<file path="config.mk">
export PLATFORM = sky130hd
export DESIGN_NAME = alu16_core
export DESIGN_NICKNAME = d
export VERILOG_FILES = /design/src/rtl/alu16_pkg.sv /design/src/rtl/alu16_addsub.sv /design/src/rtl/alu16_logic.sv /design/src/rtl/alu16_shift.sv /design/src/rtl/alu16_lane.sv /design/src/rtl/alu16_core.sv
export SDC_FILE = /design/constraint.sdc
export NUM_CORES = 1
export LEC_CHECK = 0
export BUFFER_PORTS_ARGS = -buffer_cell sky130_fd_sc_hd__buf_2
export CAP_MARGIN = 10
export CORE_MARGIN = 8
export CORE_UTILIZATION = 30
export DETAILED_ROUTE_END_ITERATION = 8
export SETUP_SLACK_MARGIN = 0.02
export SYNTH_ARGS = -nofsm -noshare
export SYNTH_HDL_FRONTEND = slang
export SYNTH_SLANG_ARGS = --single-unit
</file>
<file path="constraint.sdc">
create_clock -name vclk -period 9.3
set_input_delay 1.86 -clock vclk [all_inputs]
set_output_delay 1.86 -clock vclk [all_outputs]
set_load 0.02 [all_outputs]
</file>
<file path="src/rtl/alu16_pkg.sv">
package alu16_pkg;

    typedef enum logic [3:0] {
        OP_ADD  = 4'd0,
        OP_ADDC = 4'd1,
        OP_SUB  = 4'd2,
        OP_SUBC = 4'd3,
        OP_AND  = 4'd4,
        OP_OR   = 4'd5,
        OP_XOR  = 4'd6,
        OP_NOT  = 4'd7,
        OP_SHL  = 4'd8,
        OP_SHR  = 4'd9,
        OP_ASR  = 4'd10,
        OP_ROL  = 4'd11,
        OP_ROR  = 4'd12,
        OP_RSV0 = 4'd13,
        OP_RSV1 = 4'd14,
        OP_RSV2 = 4'd15
    } alu_op_e;

    typedef struct packed {
        logic z;
        logic n;
        logic c;
        logic v;
    } alu_flags_t;

    function automatic logic is_shift(alu_op_e op);
        return (op == OP_SHL) || (op == OP_SHR) || (op == OP_ASR) ||
               (op == OP_ROL) || (op == OP_ROR);
    endfunction

    function automatic logic is_logic(alu_op_e op);
        return (op == OP_AND) || (op == OP_OR) || (op == OP_XOR) || (op == OP_NOT);
    endfunction

endpackage

</file>
<file path="src/rtl/alu16_addsub.sv">
module alu16_addsub #(
    parameter int W = 16
) (
    input  logic [W-1:0] a_i,
    input  logic [W-1:0] b_i,
    input  logic         sub_i,
    input  logic         use_cin_i,
    input  logic         cin_i,
    output logic [W-1:0] sum_o,
    output logic         cout_o,
    output logic         ovf_o
);
    logic [W-1:0] b_eff_d;
    logic         ci_d;
    logic [W:0]   wide_d;

    always_comb begin
        b_eff_d = sub_i ? ~b_i : b_i;
        ci_d    = sub_i ? ~(use_cin_i & cin_i) : (use_cin_i & cin_i);
        wide_d  = {1'b0, a_i} + {1'b0, b_eff_d} + {{W{1'b0}}, ci_d};
        sum_o   = wide_d[W-1:0];
        cout_o  = sub_i ? ~wide_d[W] : wide_d[W];
        ovf_o   = (a_i[W-1] == b_eff_d[W-1]) && (wide_d[W-1] != a_i[W-1]);
    end

    // a plain subtract borrows exactly when A < B
    always_comb begin
        if (sub_i && !use_cin_i) begin
            p_borrow_r2: assert (cout_o == (a_i < b_i))
                else $error("borrow flag disagrees with operand order");
        end
        // a plain add carries exactly when the sum wraps below A
        if (!sub_i && !use_cin_i) begin
            p_carry_r1: assert (cout_o == (sum_o < a_i))
                else $error("carry flag disagrees with wrapped sum");
        end
    end
endmodule

</file>
<file path="src/rtl/alu16_logic.sv">
module alu16_logic
    import alu16_pkg::*;
#(
    parameter int W = 16
) (
    input  logic [W-1:0] a_i,
    input  logic [W-1:0] b_i,
    input  alu_op_e      op_i,
    output logic [W-1:0] res_o
);
    always_comb begin
        unique case (op_i)
            OP_AND:  res_o = a_i & b_i;
            OP_OR:   res_o = a_i | b_i;
            OP_XOR:  res_o = a_i ^ b_i;
            OP_NOT:  res_o = ~a_i;
            default: res_o = '0;
        endcase
    end
endmodule

</file>
<file path="src/rtl/alu16_shift.sv">
module alu16_shift
    import alu16_pkg::*;
#(
    parameter int W   = 16,
    parameter int SHW = 4
) (
    input  logic [W-1:0]   a_i,
    input  logic [SHW-1:0] amt_i,
    input  alu_op_e        op_i,
    output logic [W-1:0]   res_o,
    output logic           cout_o
);
    localparam int RW = $clog2(W);

    logic [W:0]          left_d;
    logic [W:0]          right_d;
    logic signed [W:0]   arith_d;
    logic [2*W-1:0]      rotl_d;
    logic [2*W-1:0]      rotr_d;
    logic [RW-1:0]       rot_amt_d;

    always_comb begin
        rot_amt_d = amt_i[RW-1:0];
        left_d    = {1'b0, a_i} << amt_i;
        right_d   = {a_i, 1'b0} >> amt_i;
        arith_d   = $signed({a_i, 1'b0}) >>> amt_i;
        rotl_d    = {a_i, a_i} << rot_amt_d;
        rotr_d    = {a_i, a_i} >> rot_amt_d;
        res_o     = a_i;
        cout_o    = 1'b0;
        unique case (op_i)
            OP_SHL: begin
                res_o  = left_d[W-1:0];
                cout_o = left_d[W];
            end
            OP_SHR: begin
                res_o  = right_d[W:1];
                cout_o = right_d[0];
            end
            OP_ASR: begin
                res_o  = arith_d[W:1];
                cout_o = arith_d[0];
            end
            OP_ROL: begin
                res_o  = rotl_d[2*W-1:W];
                cout_o = rotl_d[W];
            end
            OP_ROR: begin
                res_o  = rotr_d[W-1:0];
                cout_o = rotr_d[W-1];
            end
            default: begin
                res_o  = a_i;
                cout_o = 1'b0;
            end
        endcase
        if (amt_i == '0) begin
            cout_o = 1'b0;
        end
    end

    always_comb begin
        // zero distance is the identity with carry cleared
        if (amt_i == '0 && is_shift(op_i)) begin
            p_zero_amt_r10: assert (res_o == a_i && !cout_o)
                else $error("zero-distance shift altered operand");
        end
        // a rotate keeps every bit, so the population count is preserved
        if (op_i == OP_ROL || op_i == OP_ROR) begin
            p_rot_pop_r9: assert ($countones(res_o) == $countones(a_i))
                else $error("rotate lost or created bits");
        end
    end
endmodule

</file>
<file path="src/rtl/alu16_lane.sv">
module alu16_lane
    import alu16_pkg::*;
#(
    parameter int W   = 16,
    parameter int SHW = 4
) (
    input  logic [W-1:0]   a_i,
    input  logic [W-1:0]   b_i,
    input  alu_op_e        op_i,
    input  logic           carry_i,
    input  logic [SHW-1:0] shamt_i,
    output logic [W-1:0]   res_o,
    output alu_flags_t     flags_o
);
    logic [W-1:0] sum_d;
    logic         sum_c_d;
    logic         sum_v_d;
    logic [W-1:0] log_d;
    logic [W-1:0] sh_d;
    logic         sh_c_d;
    logic         is_sub_d;
    logic         use_cin_d;

    always_comb begin
        is_sub_d  = (op_i == OP_SUB) || (op_i == OP_SUBC);
        use_cin_d = (op_i == OP_ADDC) || (op_i == OP_SUBC);
    end

    alu16_addsub #(.W(W)) u_addsub (
        .a_i       (a_i),
        .b_i       (b_i),
        .sub_i     (is_sub_d),
        .use_cin_i (use_cin_d),
        .cin_i     (carry_i),
        .sum_o     (sum_d),
        .cout_o    (sum_c_d),
        .ovf_o     (sum_v_d)
    );

    alu16_logic #(.W(W)) u_logic (
        .a_i   (a_i),
        .b_i   (b_i),
        .op_i  (op_i),
        .res_o (log_d)
    );

    alu16_shift #(.W(W), .SHW(SHW)) u_shift (
        .a_i    (a_i),
        .amt_i  (shamt_i),
        .op_i   (op_i),
        .res_o  (sh_d),
        .cout_o (sh_c_d)
    );

    always_comb begin
        res_o   = a_i;
        flags_o = '0;
        unique case (op_i)
            OP_ADD, OP_ADDC, OP_SUB, OP_SUBC: begin
                res_o     = sum_d;
                flags_o.c = sum_c_d;
                flags_o.v = sum_v_d;
            end
            OP_AND, OP_OR, OP_XOR, OP_NOT: begin
                res_o = log_d;
            end
            OP_SHL, OP_SHR, OP_ASR, OP_ROL, OP_ROR: begin
                res_o     = sh_d;
                flags_o.c = sh_c_d;
            end
            default: begin
                res_o = a_i;
            end
        endcase
        if (op_i < OP_RSV0) begin
            flags_o.z = (res_o == '0);
            flags_o.n = res_o[W-1];
        end
    end
endmodule

</file>
<file path="src/rtl/alu16_core.sv">
module alu16_core
    import alu16_pkg::*;
#(
    parameter int WIDTH = 16,
    parameter int SHW   = $clog2(WIDTH)
) (
    input  logic [WIDTH-1:0] a_i,
    input  logic [WIDTH-1:0] b_i,
    input  logic [3:0]       op_i,
    input  logic             byte_mode_i,
    input  logic             carry_i,
    input  logic [SHW-1:0]   shamt_i,
    output logic [WIDTH-1:0] result_o,
    output logic             zero_o,
    output logic             neg_o,
    output logic             carry_o,
    output logic             ovf_o
);
    localparam int HALF = WIDTH / 2;

    alu_op_e          op_d;
    logic [WIDTH-1:0] word_res_d;
    alu_flags_t       word_flags_d;
    logic [HALF-1:0]  byte_res_d;
    alu_flags_t       byte_flags_d;
    alu_flags_t       flags_d;

    assign op_d = alu_op_e'(op_i);

    alu16_lane #(.W(WIDTH), .SHW(SHW)) u_word (
        .a_i     (a_i),
        .b_i     (b_i),
        .op_i    (op_d),
        .carry_i (carry_i),
        .shamt_i (shamt_i),
        .res_o   (word_res_d),
        .flags_o (word_flags_d)
    );

    alu16_lane #(.W(HALF), .SHW(SHW)) u_byte (
        .a_i     (a_i[HALF-1:0]),
        .b_i     (b_i[HALF-1:0]),
        .op_i    (op_d),
        .carry_i (carry_i),
        .shamt_i (shamt_i),
        .res_o   (byte_res_d),
        .flags_o (byte_flags_d)
    );

    always_comb begin
        if (byte_mode_i) begin
            result_o = {a_i[WIDTH-1:HALF], byte_res_d};
            flags_d  = byte_flags_d;
        end else begin
            result_o = word_res_d;
            flags_d  = word_flags_d;
        end
        zero_o  = flags_d.z;
        neg_o   = flags_d.n;
        carry_o = flags_d.c;
        ovf_o   = flags_d.v;
    end

    always_comb begin
        // byte mode preserves the upper half of operand A
        if (byte_mode_i) begin
            p_keep_high_r5: assert (result_o[WIDTH-1:HALF] == a_i[WIDTH-1:HALF])
                else $error("byte mode disturbed the high byte");
        end
        // word mode zero flag covers the whole result
        if (!byte_mode_i && op_i < 4'd13) begin
            p_zero_word_r6: assert (zero_o == (result_o == '0))
                else $error("zero flag disagrees with word result");
        end
        // logical operations leave carry and overflow clear
        if (is_logic(op_d)) begin
            p_logic_flags_r4: assert (!carry_o && !ovf_o)
                else $error("logical op raised carry or overflow");
        end
        // overflow only ever comes from add or subtract
        if (op_i > 4'd3) begin
            p_no_overflow_r3: assert (!ovf_o)
                else $error("overflow raised by non-arithmetic op");
        end
        // undefined codes pass A with flags clear
        if (op_i > 4'd12) begin
            p_undef_r12: assert (result_o == a_i && !zero_o && !neg_o && !carry_o && !ovf_o)
                else $error("undefined opcode produced a result");
        end
    end
endmodule

</file>
==> flow_metrics.py <==
metrics = {
    "layout": {
        "layout_net_count": 835,
        "multi_input_gate_area_in_the_final_layout_mm2": 0.00504,
        "nFlopsAndLatches": 0,
        "final_cell_count_no_fill": 971,
        "commonest_non_fill_non_tap_cell_in_the_layout": "buf_2",
        "layout-drive-gt1-share": 0.190,
        "num-clock-buffers": 0,
        "num_antenna_cells": 0,
        "mostFrequentLayoutCells": "62 x buf_2, 60 x a21oi_1, 59 x nor2_1, 54 x nand2_1, 50 x inv_1",
        "post-route-cell-area_mm2": 0.00591,
        "num-fill-cells": 1953,
        "sequential_cell_area_um2": 0,
        "area_delta_synth_final_pct": 6.45,
    },
    "grt": {
        "grt_first_pass_wirelength_um": 37500,
        "grt_remaining_overflow": 0,
        "first_global_vias": 5986,
        "grt_antenna_before_repair": 0,
        "grt_use_total": 0.201,
        "grt_start_max_net_pins": 48,
    },
    "sta": {
        "finalWorstSetupSlack_ns": 1.00,
        "worstMarginPinSlew_ns": 0.983,
        "max_freq_mhz": 121,
        "layout_min_cycle_time_ns": 8.30,
        "setup-tns-final_ns": 0,
        "finalSetupViolCount": 0,
        "setup_repair_after_global_routing_missed_its_margin": "no",
        "layout_worst_path_cycle_share": 0.892,
        "report.final.slew_viol_count": 0,
        "hold_viol_final": 0,
        "worst_relative_slew_slack": 0.345,
    },
    "logic_synthesis": {
        "synth_sequential_area_ratio": 0,
        "post_synth_instance_area_mm2": 0.00555,
        "net_count_after_synthesis": 831,
        "synth.yosys.warnings": 0,
        "synth.top_cells.by_area": "mux4_2 14%, ha_1 11%, mux2i_1 5.6%",
        "synthesis.instances": 740,
        "synth_top_area_frac": 0.142,
        "syn-mean-instance-area_um2": 7.50,
        "synthDominantAreaCellType": "mux4_2",
        "synth.lib_cells_used.distinct": 81,
    },
    "power": {
        "p_per_area_mw_per_mm2": 66.7,
        "worst_ir_drop_vdd_v": 0.0000239,
        "comb_power_share": 1.000,
        "leakage_dissipation_nw": 2.41,
        "power_frac_seq": 0,
        "switching_share": 0.625,
        "pwr-share-clk": 0,
        "p_int_mw": 0.148,
        "power.net_switching_mw": 0.246,
    },
    "floorplanning": {
        "die_area_mm2": 0.0231,
        "ios": 62,
        "die_h_um": 152,
        "std_cell_rows": 49,
        "initial_core_util": 0.307,
        "core_mm2": 0.0181,
        "die-width_um": 152,
    },
    "placed_design": {
        "place.detailed.instances": 971,
        "postPlaceCellArea_mm2": 0.00591,
        "portBuffers": 62,
        "place_worst_setup_slack_ns": 1.20,
        "hpwlAfterDp_um": 18300,
        "gp_congestion": 1.06,
    },
    "drt": {
        "detail_route.wl_per_cell_um": 25.2,
        "dr.pass1.iters": 6,
        "drc": 0,
        "detail_route.vias_per_cell": 6.61,
        "first_iter_violations": 1075,
        "num_vias": 6418,
        "drt_wl_total_um": 24400,
        "final_antenna_net_count": 0,
    },
    "critical_path": {
        "data_required_time_at_the_worst_endpoint_ns": 7.44,
        "end_kind": "primary output",
        "setup.worst_path.start_class": "primary input",
        "critPathMaxFanout": 33,
        "arrival_ns": 6.44,
        "critical_path_class": "primary input to primary output",
    },
    "outcome": {
        "status": "finished clean",
    },
    "clocking": {
        "holdBufCountCts": 0,
        "postCtsResizedCells": 0,
        "cts_setup_buffers": 0,
    },
    "hold_path": {
        "hold_path_class": "primary input to primary output",
    },
    "job": {
        "timing.max_cap.violations": 0,
    },
}
-- routing by layer --
metal | GRT usage | vias up | part of all wire
met5 | 0 | - | 0
met4 | 0.0704 | 0 | 0.044
met3 | 0.0204 | 64 | 0.10
met2 | 0.325 | 454 | 0.45
met1 | 0.273 | 3070 | 0.41
li1 | - | 2830 | -
-- worst max-delay path: stages --
cell and delay (ns):
buf_2 0.29, nor2_1 0.58, and2_1 0.21, buf_4 0.28, xnor2_1 0.18, fa_1 0.23, inv_1 0.06, fa_1 0.40
nor2b_1 0.16, nor3_1 0.07, a21oi_1 0.18, o21ai_0 0.15, a2111oi_0 0.83, nand4_1 0.14, or4_1 0.47, o41ai_2 0.09
buf_2 0.24
-- power groups by stage --
stage               registers (mW)  logic, mW  clock network [mW]
floorplan                        0      0.270                   0
global placement                 0      0.381                   0
detailed placement               0      0.381                   0
CTS                              0      0.383                   0
global route                     0      0.421                   0
finish                           0      0.394                   0
-- cells in the mapped netlist, types with 6 or more instances --
cell type	number
o21ai_0	42
ha_1	47
nor2b_1	8
nand3_1	11
mux2i_1	31
xnor2_1	25
nand2b_1	8
o211ai_1	10
a211oi_1	11
a21o_1	9
and2_1	9
clkbuf_1	40
inv_1	50
a21oi_1	60
or3_1	7
o221ai_1	11
o22ai_1	10
nor3_1	14
a31oi_1	8
mux4_2	35
buf_2	18
o21a_1	6
nand2_1	54
mux2_2	17
nor2_1	59
-- stage by stage --
| step | utilization | hold slack [ns] | total power [mW] |
|---|---|---|---|
| after floorplan | - | 3.91 | 0.270 |
| final | 0.327 | 4.26 | 0.394 |
| after global placement | 0.327 | 4.26 | 0.381 |
| after CTS | 0.327 | 4.26 | 0.383 |
| after detailed placement | 0.327 | 4.26 | 0.381 |
| after global routing | 0.327 | 4.33 | 0.421 |
-- cell type report --
cell class,instances,area share
tap,229,0.0485
inverter,51,0.0324
multi-input combinational,618,0.853
timing repair buffer,73,0.0665
-- worst paths after layout --
check | start | end | slack, ns | cells after the start
setup / recovery | op_i[2] | zero_o | 1.00 | 17
hold / removal | a_i[8] | result_o[8] | 4.26 | 4
-- logic make-up (layout without fill, tap and decap cells) --
family                     after synthesis  in the layout  synth area share
buffers and inverters                  122            124            0.0947
muxes                                   87             87             0.251
adders and majority gates               49             49             0.113
and+or+nand+nor                        207            207             0.187
AOI/OAI and AO/OA                      245            245             0.306
xor gates and xnor gates                30             30            0.0474
Note: power is estimated with default switching activity, not from simulation.
